## config.mk

```make
export PLATFORM = sky130hd
export DESIGN_NAME = op_decoder
export DESIGN_NICKNAME = d
export VERILOG_FILES = /design/src/rtl/op_decoder.sv
export SDC_FILE = /design/constraint.sdc
export NUM_CORES = 1
export LEC_CHECK = 0
export BUFFER_PORTS_ARGS = -buffer_cell sky130_fd_sc_hd__buf_4
export CAP_MARGIN = 20
export CELL_PAD_IN_SITES_DETAIL_PLACEMENT = 1
export CELL_PAD_IN_SITES_GLOBAL_PLACEMENT = 1
export CORE_MARGIN = 4
export CORE_UTILIZATION = 41
export DETAILED_ROUTE_END_ITERATION = 6
export PLACE_DENSITY = 0.89
export REMOVE_ABC_BUFFERS = 1
export SYNTH_ARGS = -nofsm -noshare
export SYNTH_HDL_FRONTEND = slang
export SYNTH_SLANG_ARGS = --single-unit
```

## constraint.sdc

```tcl
create_clock -name clk -period 4 [get_ports clk]
set_clock_uncertainty 0.05 [all_clocks]
set_input_delay 0.4 -clock clk [delete_from_list [all_inputs] [get_ports clk]]
set_output_delay 0.4 -clock clk [all_outputs]
set_load 0.05 [all_outputs]
```

## src/rtl/op_decoder.sv

```systemverilog
module op_decoder #(
  parameter int CLS_W = 6
) (
  input  logic             clk,
  input  logic             rst_n,
  input  logic             pfx_i,
  input  logic [7:0]       opcode_i,
  output logic [CLS_W-1:0] cls_o,
  output logic [2:0]       sub_o,
  output logic [2:0]       dst_o,
  output logic [2:0]       src_o,
  output logic [1:0]       pair_o,
  output logic [1:0]       cond_o,
  output logic             cond_en_o,
  output logic [2:0]       bit_o,
  output logic [7:0]       rst_addr_o,
  output logic [1:0]       len_o,
  output logic             prefix_o
);

  localparam logic [CLS_W-1:0] K_NOP = 0, K_MISC = 1, K_LD16I = 2, K_STIND = 3,
    K_LDIND = 4, K_STSP = 5, K_INC16 = 6, K_DEC16 = 7, K_ADDHL = 8, K_INC8 = 9,
    K_DEC8 = 10, K_LD8I = 11, K_JR = 12, K_STOP = 13, K_MOV = 14, K_HALT = 15,
    K_ALUR = 16, K_ALUI = 17, K_RET = 18, K_RETI = 19, K_JP = 20, K_JPHL = 21,
    K_CALL = 22, K_RST = 23, K_POP = 24, K_PUSH = 25, K_IOST = 26, K_IOLD = 27,
    K_ADDSP = 28, K_HLSP = 29, K_SPHL = 30, K_DI = 31, K_EI = 32, K_CBSH = 33,
    K_CBBIT = 34, K_CBRES = 35, K_CBSET = 36, K_PFX = 37;

  logic [CLS_W-1:0] c_cls;
  logic [2:0] c_sub, c_bit;
  logic [1:0] c_len;
  logic       c_cen;
  logic [7:0] c_rst;
  wire  [1:0] blk = opcode_i[7:6];
  wire  [2:0] f53 = opcode_i[5:3];

  always_comb begin
    c_cls = K_NOP; c_sub = '0; c_bit = '0; c_len = 2'd1; c_cen = 1'b0; c_rst = '0;
    if (pfx_i) begin
      c_len = 2'd2;
      case (blk)
        2'b00: begin c_cls = K_CBSH; c_sub = f53; end
        2'b01: begin c_cls = K_CBBIT; c_bit = f53; end
        2'b10: begin c_cls = K_CBRES; c_bit = f53; end
        default: begin c_cls = K_CBSET; c_bit = f53; end
      endcase
    end else begin
      case (blk)
        2'b00: begin
          if (opcode_i == 8'h00) c_cls = K_NOP;
          else if (opcode_i == 8'h08) begin c_cls = K_STSP; c_len = 2'd3; end
          else if (opcode_i == 8'h10) c_cls = K_STOP;
          else if (opcode_i == 8'h18) begin c_cls = K_JR; c_len = 2'd2; end
          else begin
            case (opcode_i[2:0])
              3'b000: begin c_cls = K_JR; c_len = 2'd2; c_cen = 1'b1; end
              3'b001: if (opcode_i[3]) c_cls = K_ADDHL;
                      else begin c_cls = K_LD16I; c_len = 2'd3; end
              3'b010: c_cls = opcode_i[3] ? K_LDIND : K_STIND;
              3'b011: c_cls = opcode_i[3] ? K_DEC16 : K_INC16;
              3'b100: c_cls = K_INC8;
              3'b101: c_cls = K_DEC8;
              3'b110: begin c_cls = K_LD8I; c_len = 2'd2; end
              default: begin c_cls = K_MISC; c_sub = f53; end
            endcase
          end
        end
        2'b01: c_cls = (opcode_i == 8'h76) ? K_HALT : K_MOV;
        2'b10: begin c_cls = K_ALUR; c_sub = f53; end
        default: begin
          case (opcode_i[2:0])
            3'b000: if (!opcode_i[5]) begin c_cls = K_RET; c_cen = 1'b1; end
                    else begin
                      c_len = 2'd2;
                      case (opcode_i[4:3])
                        2'b00: begin c_cls = K_IOST; c_sub = 3'd1; end
                        2'b01: c_cls = K_ADDSP;
                        2'b10: begin c_cls = K_IOLD; c_sub = 3'd1; end
                        default: c_cls = K_HLSP;
                      endcase
                    end
            3'b001: if (!opcode_i[3]) c_cls = K_POP;
                    else case (opcode_i[5:4])
                      2'b00: c_cls = K_RET;
                      2'b01: c_cls = K_RETI;
                      2'b10: c_cls = K_JPHL;
                      default: c_cls = K_SPHL;
                    endcase
            3'b010: if (!opcode_i[5]) begin c_cls = K_JP; c_len = 2'd3; c_cen = 1'b1; end
                    else case (opcode_i[4:3])
                      2'b00: c_cls = K_IOST;
                      2'b01: begin c_cls = K_IOST; c_sub = 3'd2; c_len = 2'd3; end
                      2'b10: c_cls = K_IOLD;
                      default: begin c_cls = K_IOLD; c_sub = 3'd2; c_len = 2'd3; end
                    endcase
            3'b011: case (f53)
                      3'b000: begin c_cls = K_JP; c_len = 2'd3; end
                      3'b001: begin c_cls = K_PFX; c_len = 2'd2; end
                      3'b110: c_cls = K_DI;
                      3'b111: c_cls = K_EI;
                      default: c_cls = K_NOP;
                    endcase
            3'b100: if (!opcode_i[5]) begin c_cls = K_CALL; c_len = 2'd3; c_cen = 1'b1; end
            3'b101: if (!opcode_i[3]) c_cls = K_PUSH;
                    else if (opcode_i == 8'hCD) begin c_cls = K_CALL; c_len = 2'd3; end
            3'b110: begin c_cls = K_ALUI; c_sub = f53; c_len = 2'd2; end
            default: begin c_cls = K_RST; c_rst = {f53, 3'b000}; end
          endcase
        end
      endcase
    end
  end

  always_ff @(posedge clk) begin
    if (!rst_n) begin
      cls_o <= K_NOP; sub_o <= '0; dst_o <= '0; src_o <= '0; pair_o <= '0;
      cond_o <= '0; cond_en_o <= 1'b0; bit_o <= '0; rst_addr_o <= '0;
      len_o <= 2'd1; prefix_o <= 1'b0;
    end else begin
      cls_o <= c_cls; sub_o <= c_sub; dst_o <= f53; src_o <= opcode_i[2:0];
      pair_o <= opcode_i[5:4]; cond_o <= opcode_i[4:3]; cond_en_o <= c_cen;
      bit_o <= c_bit; rst_addr_o <= c_rst; len_o <= c_len;
      prefix_o <= (c_cls == K_PFX);
    end
  end

  assert_mov_R5: assert property (@(posedge clk) disable iff (!rst_n)
    (!pfx_i && opcode_i[7:6] == 2'b01 && opcode_i != 8'h76) |=>
    (cls_o == K_MOV && dst_o == $past(opcode_i[5:3]) && src_o == $past(opcode_i[2:0])));
  assert_halt_R6: assert property (@(posedge clk) disable iff (!rst_n)
    (!pfx_i && opcode_i == 8'h76) |=> (cls_o == K_HALT && len_o == 2'd1));
  assert_alu_R7: assert property (@(posedge clk) disable iff (!rst_n)
    (!pfx_i && opcode_i[7:6] == 2'b10) |=> (cls_o == K_ALUR && sub_o == $past(opcode_i[5:3])));
  assert_restart_R10: assert property (@(posedge clk) disable iff (!rst_n)
    (!pfx_i && opcode_i[7:6] == 2'b11 && opcode_i[2:0] == 3'b111) |=>
    (cls_o == K_RST && rst_addr_o == {$past(opcode_i[5:3]), 3'b000}));
  assert_page2_R11: assert property (@(posedge clk) disable iff (!rst_n)
    pfx_i |=> (len_o == 2'd2 && !prefix_o && cls_o >= K_CBSH && cls_o <= K_CBSET));
  assert_unassigned_R14: assert property (@(posedge clk) disable iff (!rst_n)
    (!pfx_i && opcode_i == 8'hD3) |=> (cls_o == K_NOP && len_o == 2'd1 && !cond_en_o));

endmodule

```

Word-level counts from Yosys, hierarchy flattened:

Index checks and enable logic that the tools add are counted.

* memory bits (writable): 0
* output and inout port bits: 34
* bits of input ports: 11
* latch bits: 0
* logic and storage cells: 111
* bits in read-only memories: 0
* memories kept: 0
* bits in registers: 34

* div/mod/pow operators: 0
* multiplexer cells: 60
* shift operators: 0
* $mul: 0
* reduce and logical (&&, ||, !) cells: 16
* add/subtract/negate cells: 0
* bitwise operators: 2
* equality and inequality tests: 21
* $lt $le $gt $ge: 0

Operator list (number)
* 6-bit case mux with 7 select lines: 1
* 3-bit case mux with 3 select lines: 4
* 4-bit two-way mux: 8
* 2-bit two-way mux: 14
* 4-bit case mux with 7 select lines: 1
* 3-bit two-way mux: 8
* 6-bit case mux with 4 select lines: 1
* 6-bit case mux with 3 select lines: 1
* 8-bit by 5-bit == test with 1-bit output, second input constant: 2
* 3-bit == test, second input constant: 5
* 5-bit two-way mux: 3
* 1-bit two-way mux: 12
* 2-bit case mux with 2 select lines: 3
* 2-bit case mux with 6 select lines: 1
* 4-bit case mux with 3 select lines: 1
* 12-bit OR reduction: 1
* 2-bit OR reduction: 5
* 8-bit by 4-bit == test with 1-bit output, second input constant: 1
* 8-bit by 7-bit == test with 1-bit output, second input constant: 1
* 8-bit == test, second input constant: 1
* 8-bit zero test: 1
* 7-bit OR reduction: 1
* 2-bit by 1-bit == test with 1-bit output, second input constant: 3
* 2-bit == test, second input constant: 3
* other kinds (10): 17

Depth between registers and ports, before layout:

Gate-level depths: netlist of the first run.

* word-level depth: 9
* depth in mapped cells: 8
* depth with buffers taken out: 7

Worst setup path after synthesis of the first run:

Ideal clock, no wire load.

* path type: input to register
* start point: in opcode_i[4]
* end point: reg prefix_o
* path slack: 1902 ps
* stages: 8
* library setup time: 61 ps
* required time: 3889 ps
* buffers on the path: 1
* data arrival time: 1987 ps
* cells stage by stage: buf_2 > inv_1 > ha_1 > or3b_2 > a21oi_1 > o21ai_0 > a41oi_2 > and4_1

* longest elaborated chain between the ends: 8
* elaborated cells on any way between the ends: 35
* classes of those cells: 13 x eq/ne; 17 x mux; 5 x reduce/logical

Ends and longest elaborated chain
* start, declared: line 7 `input logic [7:0] opcode_i,`
* 2-bit by 1-bit == test with 1-bit output, or another cell as far along: line 75, 90
* 2-bit OR reduction (no source line) or 4-bit two-way mux (tied branches)
* 1-bit two-way mux or 4-bit two-way mux (tied branches): line 90, 52
* 4-bit two-way mux, on equally long branches: line 89, 51
* 6-bit case mux with 7 select lines or 4-bit two-way mux (tied branches): line 71, 50
* 6-bit case mux with 3 select lines (*): line 48 `case (blk)`
* 6-bit two-way mux (*): line 39 `if (pfx_i) begin`
* 6-bit == test (*): line 123 `prefix_o <= (c_cls == K_PFX);`
* end signal, assigned: line 123
* end, declared: line 18 `output logic prefix_o`

Mark *: on every way between the ends. The rest lies on a longest branch, timed or not.
A chain may end at the register's enable or synchronous reset.

Final worst setup path of the first run:

* start point: in opcode_i[5]
* end point: reg prefix_o

* longest elaborated chain between the ends: 8
* elaborated cells on any way between the ends: 30
* classes of those cells: 11 x eq/ne; 16 x mux; 3 x reduce/logical

Ends and longest elaborated chain
* 8-bit by 5-bit == test with 1-bit output: line 53 `else if (opcode_i == 8'h18) begin c_cls = K_JR; c_len = 2'd2; end`
* 4-bit two-way mux: line 53
* 4-bit two-way mux: line 52 `else if (opcode_i == 8'h10) c_cls = K_STOP;`
* 4-bit two-way mux: line 51 `else if (opcode_i == 8'h08) begin c_cls = K_STSP; c_len = 2'd3; end`
* 4-bit two-way mux: line 50 `if (opcode_i == 8'h00) c_cls = K_NOP;`
* 6-bit case mux with 3 select lines (*): line 48
* 6-bit two-way mux (*): line 39
* 6-bit == test (*): line 123

Marks and branches as above.

==> results of run 1 <==
-- cells in the mapped netlist, types with 4 or more instances --
cell / instances
nand2_1: 10
a21oi_1: 17
nor4_1: 4
nand2b_1: 8
o21ai_0: 9
buf_2: 7
and2_1: 10
clkbuf_1: 10
dfxtp_1: 25
inv_1: 8
nand3_1: 5
nor2_1: 21
nor3_1: 7
ha_1: 11
buf_4: 9
-- cell type report --
type                    instances  area share
inverters                       9      0.0170
clock buffers                   3      0.0208
repair buffers                 39       0.148
multi-input cells             162       0.528
well taps                      50      0.0315
flip-flops and latches         25       0.252
clock inverters                 1     0.00252
-- cells in the final DEF (no fill, tap or decap), types with 4 or more instances in the layout --
cell       n
nor2_1    21
nand2b_1   8
nor3_1     7
a21oi_1   17
dfxtp_1   25
nand3_1    5
nor4_1     4
conb_1     5
inv_1      8
ha_1      11
o21ai_0    9
and2_1    10
buf_4     39
nand2_1   10
-- routing by layer --
layer,wire (µm),global-route usage,up-vias
met5,0,0,-
met2,2550,0.338,92
met3,496,0.0179,8
met4,110,0.0697,0
li1,-,-,807
met1,2130,0.274,816
-- state kept, by name, summed over array words and instances (netlist names) --
register / flops
prefix_o: 1
cond_en_o: 1
src_o: 3
cls_o: 6
len_o: 2
dst_o: 3
rst_addr_o: 3
sub_o: 3
bit_o: 3
-- worst max-delay path, delay by kind of cell --
family	cells	cell delay (ps)
adders and majority gates	1	280
buffers and inverters	2	420
AOI/OAI and AO/OA	3	570
and+or+nand+nor	2	680
-- cell families (layout without fill, tap and decap cells) --
kind of cell,Yosys count,after routing,share of synthesized area
flops,25,25,0.289
fa+ha+maj,11,11,0.0795
simple gates,88,88,0.282
xor+xnor,1,1,0.00506
other cells,1,5,0.00217
mux,1,1,0.00578
compound gates,56,56,0.223
buf+inv,37,52,0.114
-- worst max path at each step --
| stage | start | to | slack, ps | cells after the start |
|---|---|---|---|---|
| detailed placement | opcode_i[5] | prefix_o | 1600 | 8 |
| floorplan | opcode_i[5] | prefix_o | 2080 | 7 |
| global route | opcode_i[5] | prefix_o | 1740 | 8 |
| global placement | opcode_i[5] | prefix_o | 1620 | 8 |
| CTS | opcode_i[5] | prefix_o | 1860 | 8 |
| finish | opcode_i[5] | prefix_o | 1800 | 8 |
-- power groups by stage --
| stage | logic (mW) | registers [mW] | clock network [mW] |
|---|---|---|---|
| floorplan | 0.0761 | 0.318 | 0 |
| global placement | 0.195 | 0.269 | 0 |
| detailed placement | 0.198 | 0.270 | 0 |
| CTS | 0.199 | 0.264 | 0.151 |
| global route | 0.214 | 0.265 | 0.161 |
| finish | 0.201 | 0.264 | 0.148 |
-- stage by stage --
stage          setup WS (ps)  power [mW]  hold WS [ps]
2_1_floorplan           2080       0.394           412
3_3_place_gp            1620       0.464           577
3_5_place_dp            1600       0.468           583
4_1_cts                 1860       0.614           307
5_1_grt                 1740       0.640           311
6_report                1800       0.612           306
==> qor.yml, run 1 <==
status:
  outcome: "complete, no violations"
sta:
  relSlewSlack: 0.583
  min_period_ps: 2200
  grt_setup_unrepaired: "no"
  worst-slew-pin-transition_ps: 626
  setup_viol: 0
  hold_viol: 0
  finalMaxSlewViolations: 0
  tns_ps: 0
  period_share: 0.551
  max_freq_ghz: 0.454
global_route:
  gr-total-overflow: 0
  grt_usage: 0.203
  grt_pass1_vias: 1640
  grt_max_degree: 31
  grt_pass1_wl_um: 8410
  antenna_found_initial: 0
pwr:
  p_seq_frac: 0.431
  p_sw_mw: 0.224
  swShare: 0.365
  power_density_nw_per_um2: 309
  peakVddDrop_v: 0.000114
  power_leakage_nw: 0.845
  comb_power_share: 0.328
  internal_power_mw: 0.389
  clockPowerShare: 0.241
critical_path:
  worstPathMaxFanout: 20
  cpMaxStageDelayCell: "or3b_2"
  cp_data_required_time_ps: 4160
  path_cells: "buf_4, inv_1, ha_1, or3b_2, a21oi_1, o21ai_0, a41oi_2, and4_1"
  start_kind: "primary input"
  path_class: "in -> reg"
  endpoint_kind: "flip-flop"
  max_stage_delay_ps: 470
  crit_arrival_ps: 2360
placement:
  place.port_buffers: 39
  gp_congestion: 0.940
  hpwl_um: 3770
  dpl_cell_area_um2: 1940
  dp.cells: 285
die:
  rows: 23
  ioPinCount: 45
  die-area_um2: 5320
  core_region_area_um2: 4030
  die_h_um: 73.0
  die_x_um: 73.0
  start_util: 0.430
cts:
  cts.path.max_buffers: 2
  hold_buffers: 0
  cts.sinks: 25
  cts_made_buffers: 3
  path_clk_slew_ps: 80
  cts_tree: "built"
  cts_setup_buffers: 0
  cts_root_buffer: "clkbuf_8"
  ctsResizeCount: 0
  htreeDepth: 1
synthesis:
  synth_area_leader_cell: "dfxtp_1"
  synth_area_leaders: "dfxtp_1, ha_1, a21oi_1, nor2_1, buf_4"
  yosys_register_bits: 25
  avgSynthCellArea_um2: 7.87
  synth.distinct_cells: 53
  synthArstFlopShare: 0
  seq_area_frac_synth: 0.289
  synth_cells: 220
  synth-edff-count: 0
  synth_top_area_frac: 0.289
  ys.warnings.count: 0
  synth-main-ff-cell: "dfxtp_1"
  syn-cell-area_um2: 1730
detailed_routing:
  firstDrtPassIters: 4
  wl_um: 5290
  drtAntennaViolNets: 0
  vias: 1723
  drc: 0
  via_per_inst: 5.96
  drt_iter0_drc: 126
  wire_per_inst_um: 18.3
finish:
  fin_area_um2: 1980
  seqCellArea_um2: 500
  final_cells: 289
  fillCellCount: 518
  multi_input_area_um2: 1050
  diodes: 0
  fin_nets: 262
  layout-drive-gt1-share: 0.213
  areaGrowthSynthToFinish_pct: 14.7
  fin_util: 0.493
min_path:
  hold_class: "in -> reg"
  min_delay_path_depth: 2
  hold_end: "len_o[0]"
  hp-start: "rst_n"
run:
  drv_cap: 0
(Power assumes the default switching activity.)
==> run 2, diff against run 1 <==
CORE_UTILIZATION = 34   (was 41)
PLACE_DENSITY = 0.79   (was 0.89)
clock period = 1.9 ns   (was 4 ns; I/O delays follow)
==> qor.yml, run 2 (synthesis gave the netlist of run 1 again) <==
detailed_routing:
  drc: 0
  via_per_inst: 5.48
  wire_per_inst_um: 17.1
  vias: 1787
  drt_iter0_drc: 153
  wl_um: 5590
  drtAntennaViolNets: 0
  firstDrtPassIters: 4
pwr:
  peakVddDrop_v: 0.000207
  p_total_mw: 1.32
  power_density_nw_per_um2: 613
  power_leakage_nw: 0.939
finish:
  areaGrowthSynthToFinish_pct: 24.5
  regMostFlops: "cls_o"
  fin_util: 0.447
  layout_commonest_cell: "buf_4"
  largest_reg_flops: 6
  layout-drive-gt1-share: 0.270
  layout_common_cells: "buf_4, dfxtp_1, nor2_1, a21oi_1, ha_1"
  diodes: 0
  fin_nets: 282
die:
  start_util: 0.359
  core_region_area_um2: 4820
  ioPinCount: 45
  die_h_um: 79.3
  die-area_um2: 6290
  die_x_um: 79.3
  rows: 25
cts:
  cts.path.max_buffers: 2
  htreeDepth: 1
  cts_root_buffer: "clkbuf_8"
  cts.sinks: 25
  path_clk_slew_ps: 80
  cts_setup_buffers: 0
  cts_made_buffers: 3
  cts_tree: "built"
  ctsResizeCount: 0
  hold_buffers: 0
placement:
  hpwl_um: 4260
  place.port_buffers: 39
  gp_congestion: 0.957
status:
  outcome: "complete, no violations"
min_path:
  hold_class: "in -> reg"
  min_delay_path_depth: 2
  hp-start: "rst_n"
  hold_end: "len_o[0]"
critical_path:
  endpoint_kind: "flip-flop"
  start_kind: "primary input"
  crit_path_start: "opcode_i[5]"
  crit_arrival_ps: 1740
  cp_data_required_time_ps: 2060
  worstPathMaxFanout: 4
  path_class: "in -> reg"
sta:
  max_freq_ghz: 0.633
  period_share: 0.832
  setup_viol: 0
  grt_setup_unrepaired: "no"
  tns_ps: 0
  hold_viol: 0
  finalMaxSlewViolations: 0
  min_period_ps: 1580
  whs_ps: 101
global_route:
  grt_usage: 0.183
  gr-total-overflow: 0
  grt_pass1_vias: 1748
  grt_pass1_wl_um: 9170
  antenna_found_initial: 0
  grt_max_degree: 28
run:
  drv_cap: 0
## run 2: cell count changes in the layout (fill, tap and decap cells not counted)
cell / previous run / this run
clkinv_2: 1 / 0
buf_4: 39 / 59
clkbuf_1: 0 / 1
## run 2: per-layer routing
metal | routed length (µm) | track usage | vias to the layer above
met1 | 2450 | 0.243 | 846
li1 | - | - | 850
met5 | 0 | 0 | -
met3 | 294 | 0.0227 | 13
met2 | 2710 | 0.308 | 78
met4 | 133 | 0.0567 | 0
## run 2: worst max path at each step
stage | endpoint | slack, ps | cells after the start
final | prefix_o | 320 | 8
after global routing | prefix_o | 200 | 8
after CTS | prefix_o | 320 | 8
after detailed placement | prefix_o | 30 | 8
after global placement | prefix_o | 70 | 8
after floorplan | prefix_o | 190 | 7
## run 2: cell type report
type / instances / area, µm²
clock buffers: 4 / 45.0
flip-flops and latches: 25 / 500
well taps: 67 / 83.8
fillers: 620 / 2660
multi-input cells: 162 / 1050
repair buffers: 59 / 443
inverters: 9 / 33.8
## run 2: power by group
part / internal, mW / switching [mW] / total [mW] / leakage, nW
logic: 0.150 / 0.305 / 0.455 / 0.711
clock network: 0.150 / 0.160 / 0.310 / 0.0228
registers: 0.548 / 0.00795 / 0.556 / 0.206
total: 0.848 / 0.473 / 1.32 / 0.939
## run 2: through the flow
| step | cells | cell area [µm²] | worst slack [ps] |
|---|---|---|---|
| floorplan | 196 | 1580 | 190 |
| global placement | 322 | 2110 | 65.3 |
| detailed placement | 322 | 2110 | 33.9 |
| CTS | 326 | 2150 | 318 |
| global route | 326 | 2150 | 204 |
| finish | 326 | 2150 | 320 |
## run 2: worst max-delay path, stage by stage
cell     delay [ps]
buf_4           110
inv_1           120
ha_1            190
or3b_2          440
a21oi_1         140
o21ai_0         120
a41oi_2         230
and4_1          200
